[src/rtl/strap_ctl.sv]
module strap_ctl #(
  parameter int SYNC_STAGES = 2
) (
  input  logic       clk,
  input  logic       rst_n,
  input  logic       pg_pd_pin,
  input  logic       strap_a,
  input  logic       strap_b,
  input  logic       strap_c,
  input  logic       test_thr_hi,
  input  logic       sw_test_en,
  input  logic       sw_test_ref,
  output logic       strap_valid,
  output logic [2:0] strap_rb,
  output logic [2:0] freq_code,
  output logic       freq_reserved,
  output logic       test_active,
  output logic       test_hiz,
  output logic       test_ref_n,
  output logic       pwr_down
);

  localparam logic [2:0] F100 = 3'd0;
  localparam logic [2:0] F133 = 3'd1;
  localparam logic [2:0] F166 = 3'd2;
  localparam logic [2:0] F200 = 3'd3;
  localparam logic [2:0] F266 = 3'd4;
  localparam logic [2:0] F333 = 3'd5;
  localparam logic [2:0] F400 = 3'd6;

  logic [SYNC_STAGES-1:0] sync_q;
  logic                   pin_s;
  logic                   got_q;
  logic [2:0]             fs_q;
  logic                   tsel_q;
  logic                   pd_q;
  logic                   strap_test;

  assign pin_s = sync_q[SYNC_STAGES-1];

  always_ff @(posedge clk or negedge rst_n) begin
    if (!rst_n) sync_q <= '1;
    else        sync_q <= {sync_q[SYNC_STAGES-2:0], pg_pd_pin};
  end

  always_ff @(posedge clk or negedge rst_n) begin
    if (!rst_n) begin
      got_q  <= 1'b0;
      fs_q   <= 3'b000;
      tsel_q <= 1'b0;
      pd_q   <= 1'b0;
    end else begin
      if (!got_q && !pin_s) begin
        got_q  <= 1'b1;
        fs_q   <= {strap_c, strap_b, strap_a};
        tsel_q <= test_thr_hi;
      end
      pd_q <= got_q & pin_s;
    end
  end

  always_comb begin
    freq_reserved = 1'b0;
    case (fs_q)
      3'b101:  freq_code = F100;
      3'b001:  freq_code = F133;
      3'b011:  freq_code = F166;
      3'b010:  freq_code = F200;
      3'b000:  freq_code = F266;
      3'b100:  freq_code = F333;
      3'b110:  freq_code = F400;
      default: begin
        freq_code     = F100;
        freq_reserved = 1'b1;
      end
    endcase
    if (!got_q) begin
      freq_code     = F100;
      freq_reserved = 1'b0;
    end
  end

  assign strap_valid = got_q;
  assign strap_rb    = fs_q;
  assign pwr_down    = pd_q;
  assign strap_test  = got_q & tsel_q;
  assign test_active = strap_test | sw_test_en;
  assign test_ref_n  = strap_test ? fs_q[1] : (sw_test_en & sw_test_ref);
  assign test_hiz    = test_active & ~test_ref_n;

endmodule

[config.mk]
export PLATFORM = sky130hd
export DESIGN_NAME = strap_ctl
export DESIGN_NICKNAME = d
export VERILOG_FILES = /design/src/rtl/strap_ctl.sv
export SDC_FILE = /design/constraint.sdc
export NUM_CORES = 1
export LEC_CHECK = 0
export BUFFER_PORTS_ARGS = -buffer_cell sky130_fd_sc_hd__buf_2
export CAP_MARGIN = 20
export CORE_AREA = 4 4 41 43
export CTS_CLUSTER_DIAMETER = 200
export DETAILED_ROUTE_END_ITERATION = 6
export DIE_AREA = 0 0 45 47
export PLACE_DENSITY = 0.68
export SLEW_MARGIN = 20
export SYNTH_ARGS = -nofsm -noshare
export SYNTH_HDL_FRONTEND = slang
export SYNTH_SLANG_ARGS = --single-unit
export TNS_END_PERCENT = 20
[constraint.sdc]
create_clock -name clk -period 1.05 [get_ports clk]
set_input_delay 0.105 -clock clk [delete_from_list [all_inputs] [get_ports clk]]
set_output_delay 0.105 -clock clk [all_outputs]
set_load 0.01 [all_outputs]
[Word level (Yosys, flattened, before mapping)]
Cells that the tools add are included.
Storage, ports and cells
  input bits: 9
  output and inout bits: 12
  word-level logic and storage cells: 27
  flip-flop bits (word level): 8
Operators by class
  bitwise operators: 6
  mux-type cells: 5
  reductions and logical operators: 5
  equality and inequality tests: 6
Operator list (number)
  3-bit one-hot mux with 6 select lines: 1
  3-bit equality test (second input constant): 3
  7-bit OR reduction: 1
  3-bit by 2-bit equality test with 1-bit output (second input constant): 2
  1-bit AND: 4
  3-bit by 1-bit equality test with 1-bit output (second input constant): 1
  3-bit zero test: 1
  1-bit 2-to-1 mux: 3
  3-bit 2-to-1 mux: 1
  1-bit zero test: 2
  1-bit logical AND: 1
  1-bit inverter: 1
  1-bit OR: 1

[Longest topological paths before layout]
Gate-level depths: netlist of run 1.
  depth after elaboration: 4
  mapped depth: 2
  depth with buffers taken out: 2

[Worst setup path before layout of run 1]
Ideal clock, no wire load.
  path type: register to register
  from: reg got_q, in the netlist strap_valid
  to: reg fs_q[0], in the netlist strap_rb[0]
  library setup time: 125 ps
  clock period less this slack: 1100 ps
  stages on the path, launching flop included: 3
  path slack: -50 ps
  required time: 925 ps
  arrival: 975 ps
  buffers on the path: 0
  cells stage by stage: dfrtp_1 > nor2_4 > mux2_4
Between the ends
  word-level cells in the longest chain between the ends: 2
Ends and longest elaborated chain
  start: declaration: line 33  | logic got_q;
  start signal: assignment: line 48  | got_q <= 1'b0;
  start signal: assignment: line 54  | got_q <= 1'b1;
  1-bit zero test
  1-bit logical AND: line 53  | if (!got_q && !pin_s) begin
  end signal: assignment: line 55  | fs_q <= {strap_c, strap_b, strap_a};
  end: declaration: line 34  | logic [2:0] fs_q;
No other way between the ends.
A chain may end at the register's enable or synchronous reset.

[Final worst setup path of run 1]
  from: reg got_q, in the netlist strap_valid
  to: out test_ref_n
Between the ends
  word-level cells in the longest chain between the ends: 2
Ends and longest elaborated chain
  1-bit AND: line 86  | assign strap_test = got_q & tsel_q;
  1-bit 2-to-1 mux: line 88  | assign test_ref_n = strap_test ? fs_q[1] : (sw_test_en & sw_test_ref);
  end: declaration: line 19  | output logic test_ref_n,
No other way between the ends.

==> results by group, run 1 <==
Outcome
  – Outcome: finished with violations
  – Failing checks: setup timing

Setup path
  – CP startpoint kind: flip-flop
  – FF-to-FF path depth: 3
  – Crit path kind: flip-flop to output port
  – Reg-to-reg endpoint: strap_rb[0]$_DFFE_PN0P_
  – Critical-path top delay cell: dfrtp_2
  – CP top delay family: flip-flops
  – RR Startpoint: strap_valid$_DFFE_PN0P_
  – Slowest Stage Delay on Critical Path: between 0.4 and 0.5 ns
  – Critical Path RT: 0.94 ns
  – Worst setup EP type: output port
  – Reg2reg setup slack: -0.10 ns
  – Total stage count of the critical path: 3
  – Arr. time, crit path: 1.20 ns
  – Crit Path Max Fanout: 4
  – CP startpoint: strap_valid$_DFFE_PN0P_
  – Buf+Inv Stages, Crit Path: 1
  – CP Cell Sequence: and3_1 > a31o_2 > buf_6
  – CP endpoint: test_ref_n

Yosys
  – Synth Cell Area: between 300 and 400 um2
  – Post-synthesis sequential area ratio: 0.529
  – Share of the synthesized area in the top cell type: 0.392
  – Syn Nets: 39
  – Post-synth top area cell: dfrtp_1
  – Syn_area_per_cell: roughly 13 um2
  – #FFs+latches synth: 8
  – Warning count from the yosys run: 0
  – Yosys cell types: 18
  – Mapped Cells: 30
  – Top cells by area, synth: dfrtp_1 (39%), mux2_4 (16%), dfstp_2 (14%)

Cells and area
  – Final core occ: 0.478
  – Area delta synth->final: 62.4%
  – Fillers: between 100 and 150
  – Layout cell share with drive strength beyond 1: 0.656
  – Nets: 71
  – Antenna diodes: 0

Timing
  – Fin. Hold Viols: 0
  – Final worst setup slack: -0.256 ns
  – RSZ-0062 raised after global routing: true
  – Max Clk Rate: ~770 MHz
  – Slew Viols, Final: 0
  – Final setup viols: 13
  – Final worst path period share: 1.24
  – Period minus WS final: around 1.3 ns
  – Max-slew headroom: 0.858
  – Worst Skew: 0.00579 ns
  – Worst-Margin Slew: 0.213 ns

Routing
  – Final antenna-violating net count: 0
  – Via/cell ratio: approximately 4.4
  – WL met1: 337 um
  – Top routing layer used: met4
  – Met3 wire len: ~81 um
  – Via count: 335
  – Post-route DRC violation count: 0
  – Total routed wirelength: 904 um
  – Pre-antenna DRT Iters: 1
  – Met2 WL: 458 um
  – WL per Instance: roughly 12 um
  – Starting DRC count in detailed routing: 0

Power
  – Pwr Density: around 1100 nW/um2
  – Leakage: about 0.31 nW
  – Max VDD drop: between 0.8 and 0.9 mV

Floorplanning
  – Die Span X: between 40 and 50 um
  – Rows: 13
  – Initial Util: 0.294
  – IO Count: 21
  – Placeable Area: 1300 um2
  – Die area: between 2000 and 2500 um2
  – Die H: around 47 um

Global route
  – Initial antenna violation count: 0
  – Largest net degree at the start of global routing: 9
  – Vias in the first global route: roughly 360
  – Tot GR Track Use: 0.104
  – GR Overflow Total: 0
  – Global-route wire length before repair: roughly 1500 um

Clocking
  – H-tree depth: 1
  – Clock input transition at the sequential cells of the worst setup and hold paths: 0.06 ns
  – CTS tree: yes
  – Total CTS buffers: 3
  – Root Driver: clkbuf_4
  – Clk_lat worst skew: 0.25 ns
  – Max clock buf depth: 2
  – Sinks on Clock Net: 8

Flow run
  – Max cap viols: 0

Placement
  – Worst slack at placement: -0.00975 ns
  – Buffers on Ports: 20
  – Gpl congestion: slightly below 0.7

Hold path
  – Hold Crit Class: primary input to flip-flop
  – Min-delay src: strap_b
[layer usage]
layer,vias up,GRT usage
met2,17,0.161
met5,-,0
met4,0,0.105
met1,148,0.114
met3,4,0.0230
li1,166,-
[synth_stat cells, drive strengths merged]
cell    count
nor2        2
dfrtp       6
nand2       3
nand2b      2
a21oi       1
dfstp       2
nor3b       1
o211a       1
a31o        1
xor2        1
or2b        1
o21ai       1
and3        1
mux2i       1
and2        1
mux2        4
nor2b       1
[state kept, by name, summed over array words and instances, names as in the netlist]
register     cells
sync_q           2
pwr_down         1
strap_valid      1
tsel_q           1
strap_rb         3
[logic make-up (layout without fill, tap and decap cells)]
| logic type | count (synthesis) | after routing | share of synthesized area |
|---|---|---|---|
| AND/OR/NAND/NOR | 12 | 12 | 0.190 |
| buffers and inverters | 0 | 31 | 0 |
| multiplexers | 5 | 5 | 0.183 |
| AO/OA/AOI/OAI | 4 | 4 | 0.0751 |
| flip-flops | 8 | 8 | 0.529 |
| XOR/XNOR | 1 | 1 | 0.0229 |
[layout by cell type (no fill, tap or decap)]
master,Yosys,final
buf_2,0,17
buf_6,0,6
mux2_4,4,4
clkbuf_4,0,3
dfrtp_1,6,3
dfrtp_2,0,3
nand2_1,3,2
nand2b_1,2,2
dlygate4sd3_1,0,2
buf_4,0,2
dfstp_2,2,2
a21oi_1,1,1
xor2_1,1,1
o21ai_0,1,1
o211a_1,1,1
and2_1,1,1
nand2_2,0,1
or2b_1,1,1
and3_1,1,1
a31o_2,1,1
mux2i_1,1,1
nor2_1,1,1
nor2b_1,1,1
nor3b_1,1,1
nor2_4,1,1
clkbuf_1,0,1
[final cells by class]
class | instances | area, um2 | area share
repair buffers | 27 | 188 | 0.302
clock buffers | 4 | 26.3 | 0.0423
multi-input cells | 22 | 183 | 0.294
well taps | 15 | 18.8 | 0.0302
flip-flops and latches | 8 | 206 | 0.332
[metrics by stage]
step | setup TNS (ns) | hold WS (ns) | area (um2) | power, mW | cells
detailed placement | -0.0229 | -0.0454 | 518 | 0.447 | 67
global route | -2.48 | 0.0598 | 622 | 0.755 | 76
CTS | -2.00 | 0.0733 | 598 | 0.715 | 76
global placement | -0.00317 | -0.0481 | 518 | 0.445 | 67
finish | -1.82 | 0.0788 | 622 | 0.714 | 76
floorplan | 0 | -0.191 | 384 | 0.395 | 30
[how the worst min path moves through the flow]
stage                     depth (start not counted)                 endpoint  slack, ns
after floorplan                                   0       pwr_down$_DFF_PN0_      -0.19
after detailed placement                          1  strap_rb[2]$_DFFE_PN0P_      -0.05
after CTS                                         2  strap_rb[1]$_DFFE_PN0P_       0.07
after global placement                            1  strap_rb[2]$_DFFE_PN0P_      -0.05
final                                             2  strap_rb[1]$_DFFE_PN0P_       0.08
after global routing                              2  strap_rb[1]$_DFFE_PN0P_       0.06
[worst reg2reg max path, delay by kind of cell (launching register included)]
| family | cells | cell delay [ns] |
|---|---|---|
| flip-flops | 1 | 0.43 |
| buffers and inverters | 1 | 0.13 |
| AND/OR/NAND/NOR | 1 | 0.16 |
| multiplexers | 1 | 0.32 |
[power by group]
| part | internal (mW) | switching, mW | total, mW |
|---|---|---|---|
| logic | 0.0709 | 0.0501 | 0.121 |
| clock network | 0.145 | 0.106 | 0.252 |
| registers | 0.326 | 0.0153 | 0.341 |
| total | 0.543 | 0.172 | 0.714 |
[repair_timing]
action / 4_1_cts / 5_1_grt
endpoints found under the setup margin: 10 / 14
hold buffers: 2 / 0
resized for setup: 4 / 5
cloned: 0 / 0
setup buffers: 3 / 0
hold endpoints to repair: 9 / 0
pin swaps: 1 / 1
(Power assumes the default switching activity.)
==> inputs of run 2 (changes only) <==
--- a/config.mk
+++ b/config.mk
@@ -11,7 +11,7 @@
 export CTS_CLUSTER_DIAMETER = 200
 export DETAILED_ROUTE_END_ITERATION = 6
 export DIE_AREA = 0 0 45 47
-export PLACE_DENSITY = 0.68
+export PLACE_DENSITY = 0.66
 export SLEW_MARGIN = 20
 export SYNTH_ARGS = -nofsm -noshare
 export SYNTH_HDL_FRONTEND = slang
==> constraint.sdc (replaced) <==
create_clock -name clk -period 1.6 [get_ports clk]
set_input_delay 0.16 -clock clk [delete_from_list [all_inputs] [get_ports clk]]
set_output_delay 0.16 -clock clk [all_outputs]
set_load 0.01 [all_outputs]
==> run 2 against run 1 <==
Against the previous run:
- sequential power down 34%
- sequential share of layout area rose by 4.5 points
- largest power group unchanged
- total power fell by 37%
- clock power decreased by 37%
- the run now ends clean
==> results by group, run 2 (synthesis results as in run 1) <==
Outcome
  – Outcome: finished, final reports clean

Setup path
  – CP startpoint kind: flip-flop
  – CP top delay family: flip-flops
  – CP endpoint: test_ref_n
  – Reg-to-reg endpoint: tsel_q$_DFFE_PN0P_
  – RR Startpoint: strap_valid$_DFFE_PN0P_
  – Crit Path Max Fanout: 9 (+5)
  – Critical Path RT: 1.44 ns (+0.50 ns)
  – Crit path kind: flip-flop to output port
  – Slowest Stage Delay on Critical Path: 0.50 ns (+0.07 ns)
  – Buf+Inv Stages, Crit Path: 1 (unchanged)
  – Total stage count of the critical path: 3 (unchanged)
  – Arr. time, crit path: 1.30 ns (+0.10 ns)
  – Critical-path top delay cell: dfrtp_1
  – Reg2reg setup slack: 0.45 ns (+0.55 ns)
  – CP startpoint: strap_valid$_DFFE_PN0P_
  – Worst setup EP type: output port
  – FF-to-FF path depth: 2 (-1)
  – CP Cell Sequence: nand2_1 > a31o_2 > buf_2

Global route
  – Global-route wire length before repair: 1460 um (-2.8%)
  – GR Overflow Total: 0 (unchanged)
  – Vias in the first global route: 326 (-9.7%)
  – Largest net degree at the start of global routing: 10 (+1)
  – Tot GR Track Use: 0.0991 (-0.00455)
  – Initial antenna violation count: 0 (unchanged)

Floorplanning
  – Die H: 47 um (unchanged)
  – IO Count: 21 (unchanged)
  – Die Span X: 45 um (unchanged)
  – Placeable Area: 1300 um2 (unchanged)
  – Rows: 13 (unchanged)
  – Initial Util: 0.294 (unchanged)
  – Die area: 2120 um2 (unchanged)

Power
  – Logic pwr share: 0.149 (-0.020)
  – Pwr Density: 837 nW/um2 (-27%)
  – Clock share of power: 0.352 (about the same)
  – Leakage: 0.269 nW (-12%)
  – Max VDD drop: 0.435 mV (-47%)
  – Int Pwr: 0.346 mW (-36%)
  – Switch Pwr: 0.105 mW (-39%)
  – Pwr Total: 0.451 mW (-37%)
  – Power share of the sequential group: 0.499 (+0.021)
  – Sw Share: 0.233 (-0.00793)

Timing
  – Fin. Hold Viols: 0 (unchanged)
  – Period minus WS final: ~1.5 ns
  – Final setup viols: 0 (-13)
  – Max-slew headroom: 0.807 (-0.0513)
  – Slew Viols, Final: 0 (unchanged)
  – Final worst path period share: 0.912
  – Total negative slack: 0 ns (+1.82 ns)
  – RSZ-0062 raised after global routing: false
  – Worst-Margin Slew: 0.290 ns (+0.0769 ns)
  – Max Clk Rate: between 600 and 700 MHz
  – Worst Skew: 0.00540 ns (-0.000391 ns)

Clocking
  – Max clock buf depth: 2 (unchanged)
  – Sinks on Clock Net: 8 (unchanged)
  – H-tree depth: 1 (unchanged)
  – Number of setup buffers added after CTS: 0 (-3)
  – CTS tree: yes
  – Root Driver: clkbuf_4
  – Total CTS buffers: 3 (unchanged)
  – Clock input transition at the sequential cells of the worst setup and hold paths: 0.05 ns (about the same)
  – Clk_lat worst skew: 0.25 ns (about the same)

Routing
  – Pre-antenna DRT Iters: 2 (+1)
  – Top routing layer used: met3
  – Starting DRC count in detailed routing: 4 (+4)
  – Via count: 319 (-4.8%)
  – WL per Instance: 12.4 um (+4.0%)
  – Via/cell ratio: 4.56 (+3.4%)
  – WL met1: 338 um (+0.30%)
  – Met2 WL: 454 um (-0.87%)
  – Final antenna-violating net count: 0 (unchanged)
  – Met3 wire len: 73 um (-9.9%)
  – Post-route DRC violation count: 0 (unchanged)
  – Total routed wirelength: 866 um (-4.2%)

Placement
  – Buffers on Ports: 20 (unchanged)
  – Gpl congestion: 0.717 (+5.9%)
  – Post-DP HPWL: about 650 um

Flow run
  – Max cap viols: 0 (unchanged)

Cells and area
  – Layout cell share with drive strength beyond 1: 0.564 (-0.0921)
  – Area of the multi-input gates: 180 um2 (-1.4%)
  – Area delta synth->final: 40.5%
  – Nets: 65 (-8.5%)
  – Fillers: 139 (+6.1%)
  – Register area: 203 um2 (-1.8%)
  – Max reg flops: 3 (unchanged)
  – Antenna diodes: 0 (unchanged)
  – Most frequent cells in the layout: buf_2 (20), dfrtp_1 (6), mux2_4 (4), nand2_1 (3), clkbuf_4 (3)
  – Commonest non-fill, non-tap cell in the layout: buf_2

Hold path
  – Hold Crit Class: primary input to flip-flop
run 2: changes by cell type in the layout (fill, tap and decap cells not counted), sizes merged:
| cell | before | now |
|---|---|---|
| buf | 25 | 20 |
| dlygate4sd3 | 2 | 1 |
run 2: worst min-delay path by stage:
stage,startpoint,endpoint,slack (ns),cells after the start
6_report,pg_pd_pin,sync_q[0]$_DFF_PN1_,0.01,1
5_1_grt,pg_pd_pin,sync_q[0]$_DFF_PN1_,0.002,1
4_1_cts,pg_pd_pin,sync_q[0]$_DFF_PN1_,0.006,1
3_5_place_dp,rst_n,strap_rb[0]$_DFFE_PN0P_,0.005,1
3_3_place_gp,rst_n,strap_rb[0]$_DFFE_PN0P_,0.002,1
2_1_floorplan,rst_n,pwr_down$_DFF_PN0_,-0.14,0
run 2: layout make-up:
class                           count  area share
Clock buffer                        4      0.0488
Multi-Input combinational cell     22       0.335
Sequential cell                     8       0.377
Tap cell                           15      0.0349
Timing Repair Buffer               21       0.205
run 2: layer usage:
| metal | GRT usage | vias to the layer above |
|---|---|---|
| li1 | - | 155 |
| met1 | 0.111 | 148 |
| met2 | 0.172 | 16 |
| met3 | 0.0268 | 0 |
| met4 | 0.0526 | 0 |
| met5 | 0 | - |
run 2: per-stage QoR:
step                      setup WS, ns  hold WS, ns  area [um2]  instances   util
final                            0.141       0.0135         538         70  0.413
after global routing            0.0442      0.00238         538         70  0.413
after CTS                        0.124      0.00568         538         70  0.413
after detailed placement         0.402      0.00458         502         65  0.386
after global placement           0.452      0.00193         502         65  0.386
after floorplan                  0.500       -0.136         383         30      -
run 2: what timing repair did:
action                                 4_1_cts  5_1_grt
resized for setup                            0        0
hold buffers                                 1        0
endpoints found under the hold margin        8        0
run 2: power groups by stage:
stage                     sequential [mW]  clock, mW  combinational (mW)
final                               0.225      0.158              0.0673
after global routing                0.227      0.176              0.0749
after CTS                           0.225      0.165              0.0684
after detailed placement            0.228          0              0.0658
after global placement              0.227          0              0.0651
after floorplan                     0.228          0              0.0312
==> inputs of run 3 (changes only) <==
--- a/config.mk
+++ b/config.mk
@@ -8,6 +8,7 @@
 export BUFFER_PORTS_ARGS = -buffer_cell sky130_fd_sc_hd__buf_2
 export CAP_MARGIN = 20
 export CORE_AREA = 4 4 41 43
+export CTS_BUF_LIST = sky130_fd_sc_hd__clkbuf_4 sky130_fd_sc_hd__clkbuf_8
 export CTS_CLUSTER_DIAMETER = 200
 export DETAILED_ROUTE_END_ITERATION = 6
 export DIE_AREA = 0 0 45 47
==> run 3 against run 2 <==
Against the previous run:
- core utilization rose by 0.29 points
- register-to-register slack barely moved
- final area increased by 0.70%
- sequential power is essentially flat
- clock power rose by 12%
- critical path depth is the same
- critical endpoint unchanged
- largest cell class unchanged
- largest power group unchanged
- highest routed layer unchanged
==> results by group, run 3 (synthesis results as in run 1) <==
Outcome
  – Outcome: finished, final reports clean

Cells and area
  – Max reg flops: 3 (unchanged)
  – Final core occ: 0.416 (+0.00288)
  – Nets: 65 (unchanged)
  – Most frequent cells in the layout: buf_2 (20), dfrtp_1 (6), mux2_4 (4), clkbuf_4 (4), nand2_1 (3)
  – Fillers: 139 (unchanged)
  – Area delta synth->final: 41.5%
  – Layout cell share with drive strength beyond 1: 0.582 (+0.0182)
  – Commonest non-fill, non-tap cell in the layout: buf_2
  – Count of non-filler cells in the finished layout: 70 (unchanged)
  – Antenna diodes: 0 (unchanged)

Hold path
  – WHS Endpoint: sync_q[0]$_DFF_PN1_
  – WHS Path Cells: 1 (unchanged)
  – Hold Crit Class: primary input to flip-flop
  – Min-delay src: pg_pd_pin

Global route
  – Global-route wire length before repair: 1460 um (unchanged)
  – Tot GR Track Use: 0.0991 (unchanged)
  – Largest net degree at the start of global routing: 10 (unchanged)
  – Initial antenna violation count: 0 (unchanged)
  – GR Overflow Total: 0 (unchanged)
  – Vias in the first global route: 326 (unchanged)

Timing
  – RSZ-0062 raised after global routing: false
  – Max Clk Rate: 684 MHz (-0.15%)
  – Final setup viols: 0 (unchanged)
  – Max-slew headroom: 0.807 (about the same)
  – Total negative slack: 0 ns (unchanged)
  – Fin. Hold Viols: 0 (unchanged)
  – Period minus WS final: 1.46 ns (+0.00219 ns)
  – Worst-Margin Slew: 0.290 ns (+0.00000226 ns)
  – Final worst path period share: 0.913 (+0.00137)
  – Slew Viols, Final: 0 (unchanged)
  – Final worst setup slack: 0.139 ns (-0.00219 ns)
  – Worst Skew: 0.00705 ns (+0.00166 ns)

Power
  – Leakage: 0.273 nW (+1.3%)
  – Max VDD drop: 0.445 mV (+2.1%)
  – Pwr Density: 865 nW/um2 (+3.3%)

Setup path
  – Critical-path top delay cell: dfrtp_1
  – FF-to-FF path depth: 2 (unchanged)
  – Reg2reg setup slack: 0.44 ns (about the same)
  – Crit Path Max Fanout: 9 (unchanged)
  – CP Cell Sequence: nand2_1 > a31o_2 > buf_2
  – Buf+Inv Stages, Crit Path: 1 (unchanged)
  – Crit path kind: flip-flop to output port
  – Arr. time, crit path: 1.30 ns (about the same)
  – Worst setup EP type: output port
  – Total stage count of the critical path: 3 (unchanged)
  – Critical Path RT: 1.44 ns (about the same)
  – RR Startpoint: strap_valid$_DFFE_PN0P_
  – CP startpoint kind: flip-flop
  – CP top delay family: flip-flops
  – Reg-to-reg endpoint: tsel_q$_DFFE_PN0P_
  – Slowest Stage Delay on Critical Path: 0.50 ns (about the same)

Placement
  – Buffers on Ports: 20 (unchanged)
  – Gpl congestion: 0.717 (unchanged)
  – Placed Instances: 65 (unchanged)
  – Worst slack at placement: 0.402 ns (unchanged)
  – Post-DP HPWL: 649 um (unchanged)

Clocking
  – CTS resizes: 0 (unchanged)
  – Clock input transition at the sequential cells of the worst setup and hold paths: 0.06 ns (about the same)
  – Total CTS buffers: 3 (unchanged)
  – H-tree depth: 1 (unchanged)
  – Clk_lat worst skew: 0.25 ns (about the same)
  – Root Driver: clkbuf_4
  – Number of setup buffers added after CTS: 0 (unchanged)
  – Post-CTS Hold Fix Bufs: 1 (unchanged)
  – Sinks on Clock Net: 8 (unchanged)
  – Max clock buf depth: 2 (unchanged)
  – CTS tree: yes

Floorplanning
  – IO Count: 21 (unchanged)
  – Placeable Area: 1300 um2 (unchanged)
  – Initial Util: 0.294 (unchanged)
  – Die H: 47 um (unchanged)
  – Die Span X: 45 um (unchanged)
  – Rows: 13 (unchanged)
  – Die area: 2120 um2 (unchanged)

Routing
  – Via/cell ratio: 4.53 (-0.63%)
  – Total routed wirelength: 872 um (+0.69%)
  – Via count: 317 (-0.63%)
  – Pre-antenna DRT Iters: 2 (unchanged)
  – Post-route DRC violation count: 0 (unchanged)
  – WL per Instance: 12.5 um (+0.69%)
  – Starting DRC count in detailed routing: 4 (unchanged)
  – Final antenna-violating net count: 0 (unchanged)

Flow run
  – Max cap viols: 0 (unchanged)
==> run 3: layout make-up <==
type | count | area, um2 | share of cell area
flip-flops and latches | 8 | 203 | 0.374
multi-input cells | 22 | 180 | 0.333
repair buffers | 21 | 110 | 0.203
clock buffers | 4 | 30.0 | 0.0554
well taps | 15 | 18.8 | 0.0346
==> run 3: worst max path at each step <==
| stage | startpoint | end | slack, ns |
|---|---|---|---|
| 5_1_grt | strap_valid$_DFFE_PN0P_ | test_ref_n | 0.04 |
| 6_report | strap_valid$_DFFE_PN0P_ | test_ref_n | 0.14 |
| 3_5_place_dp | strap_valid$_DFFE_PN0P_ | test_ref_n | 0.40 |
| 3_3_place_gp | strap_valid$_DFFE_PN0P_ | test_ref_n | 0.45 |
| 2_1_floorplan | strap_valid$_DFFE_PN0P_ | strap_rb[0]$_DFFE_PN0P_ | 0.50 |
| 4_1_cts | strap_valid$_DFFE_PN0P_ | test_ref_n | 0.12 |
==> run 3: per-stage QoR <==
step / instance area, um2 / total power, mW / hold WS, ns
global placement: 502 / 0.292 / 0.00193
detailed placement: 502 / 0.294 / 0.00458
floorplan: 383 / 0.259 / -0.136
CTS: 542 / 0.476 / 0.00568
finish: 542 / 0.469 / 0.0135
global route: 542 / 0.495 / 0.00238
==> run 3: metal layers <==
layer  track usage  up-vias  wire length, um
met1         0.111      147              343
met2         0.172       16              455
met4        0.0526        0                0
li1              -      154                -
met5             0        -                0
met3        0.0268        0               73
==> run 3: report_power, final <==
group | internal (mW) | leakage (nW) | switching (mW)
Combinational | 0.0371 | 0.166 | 0.0303
Sequential | 0.214 | 0.0880 | 0.0111
Clock | 0.112 | 0.0184 | 0.0647
Total | 0.363 | 0.273 | 0.106
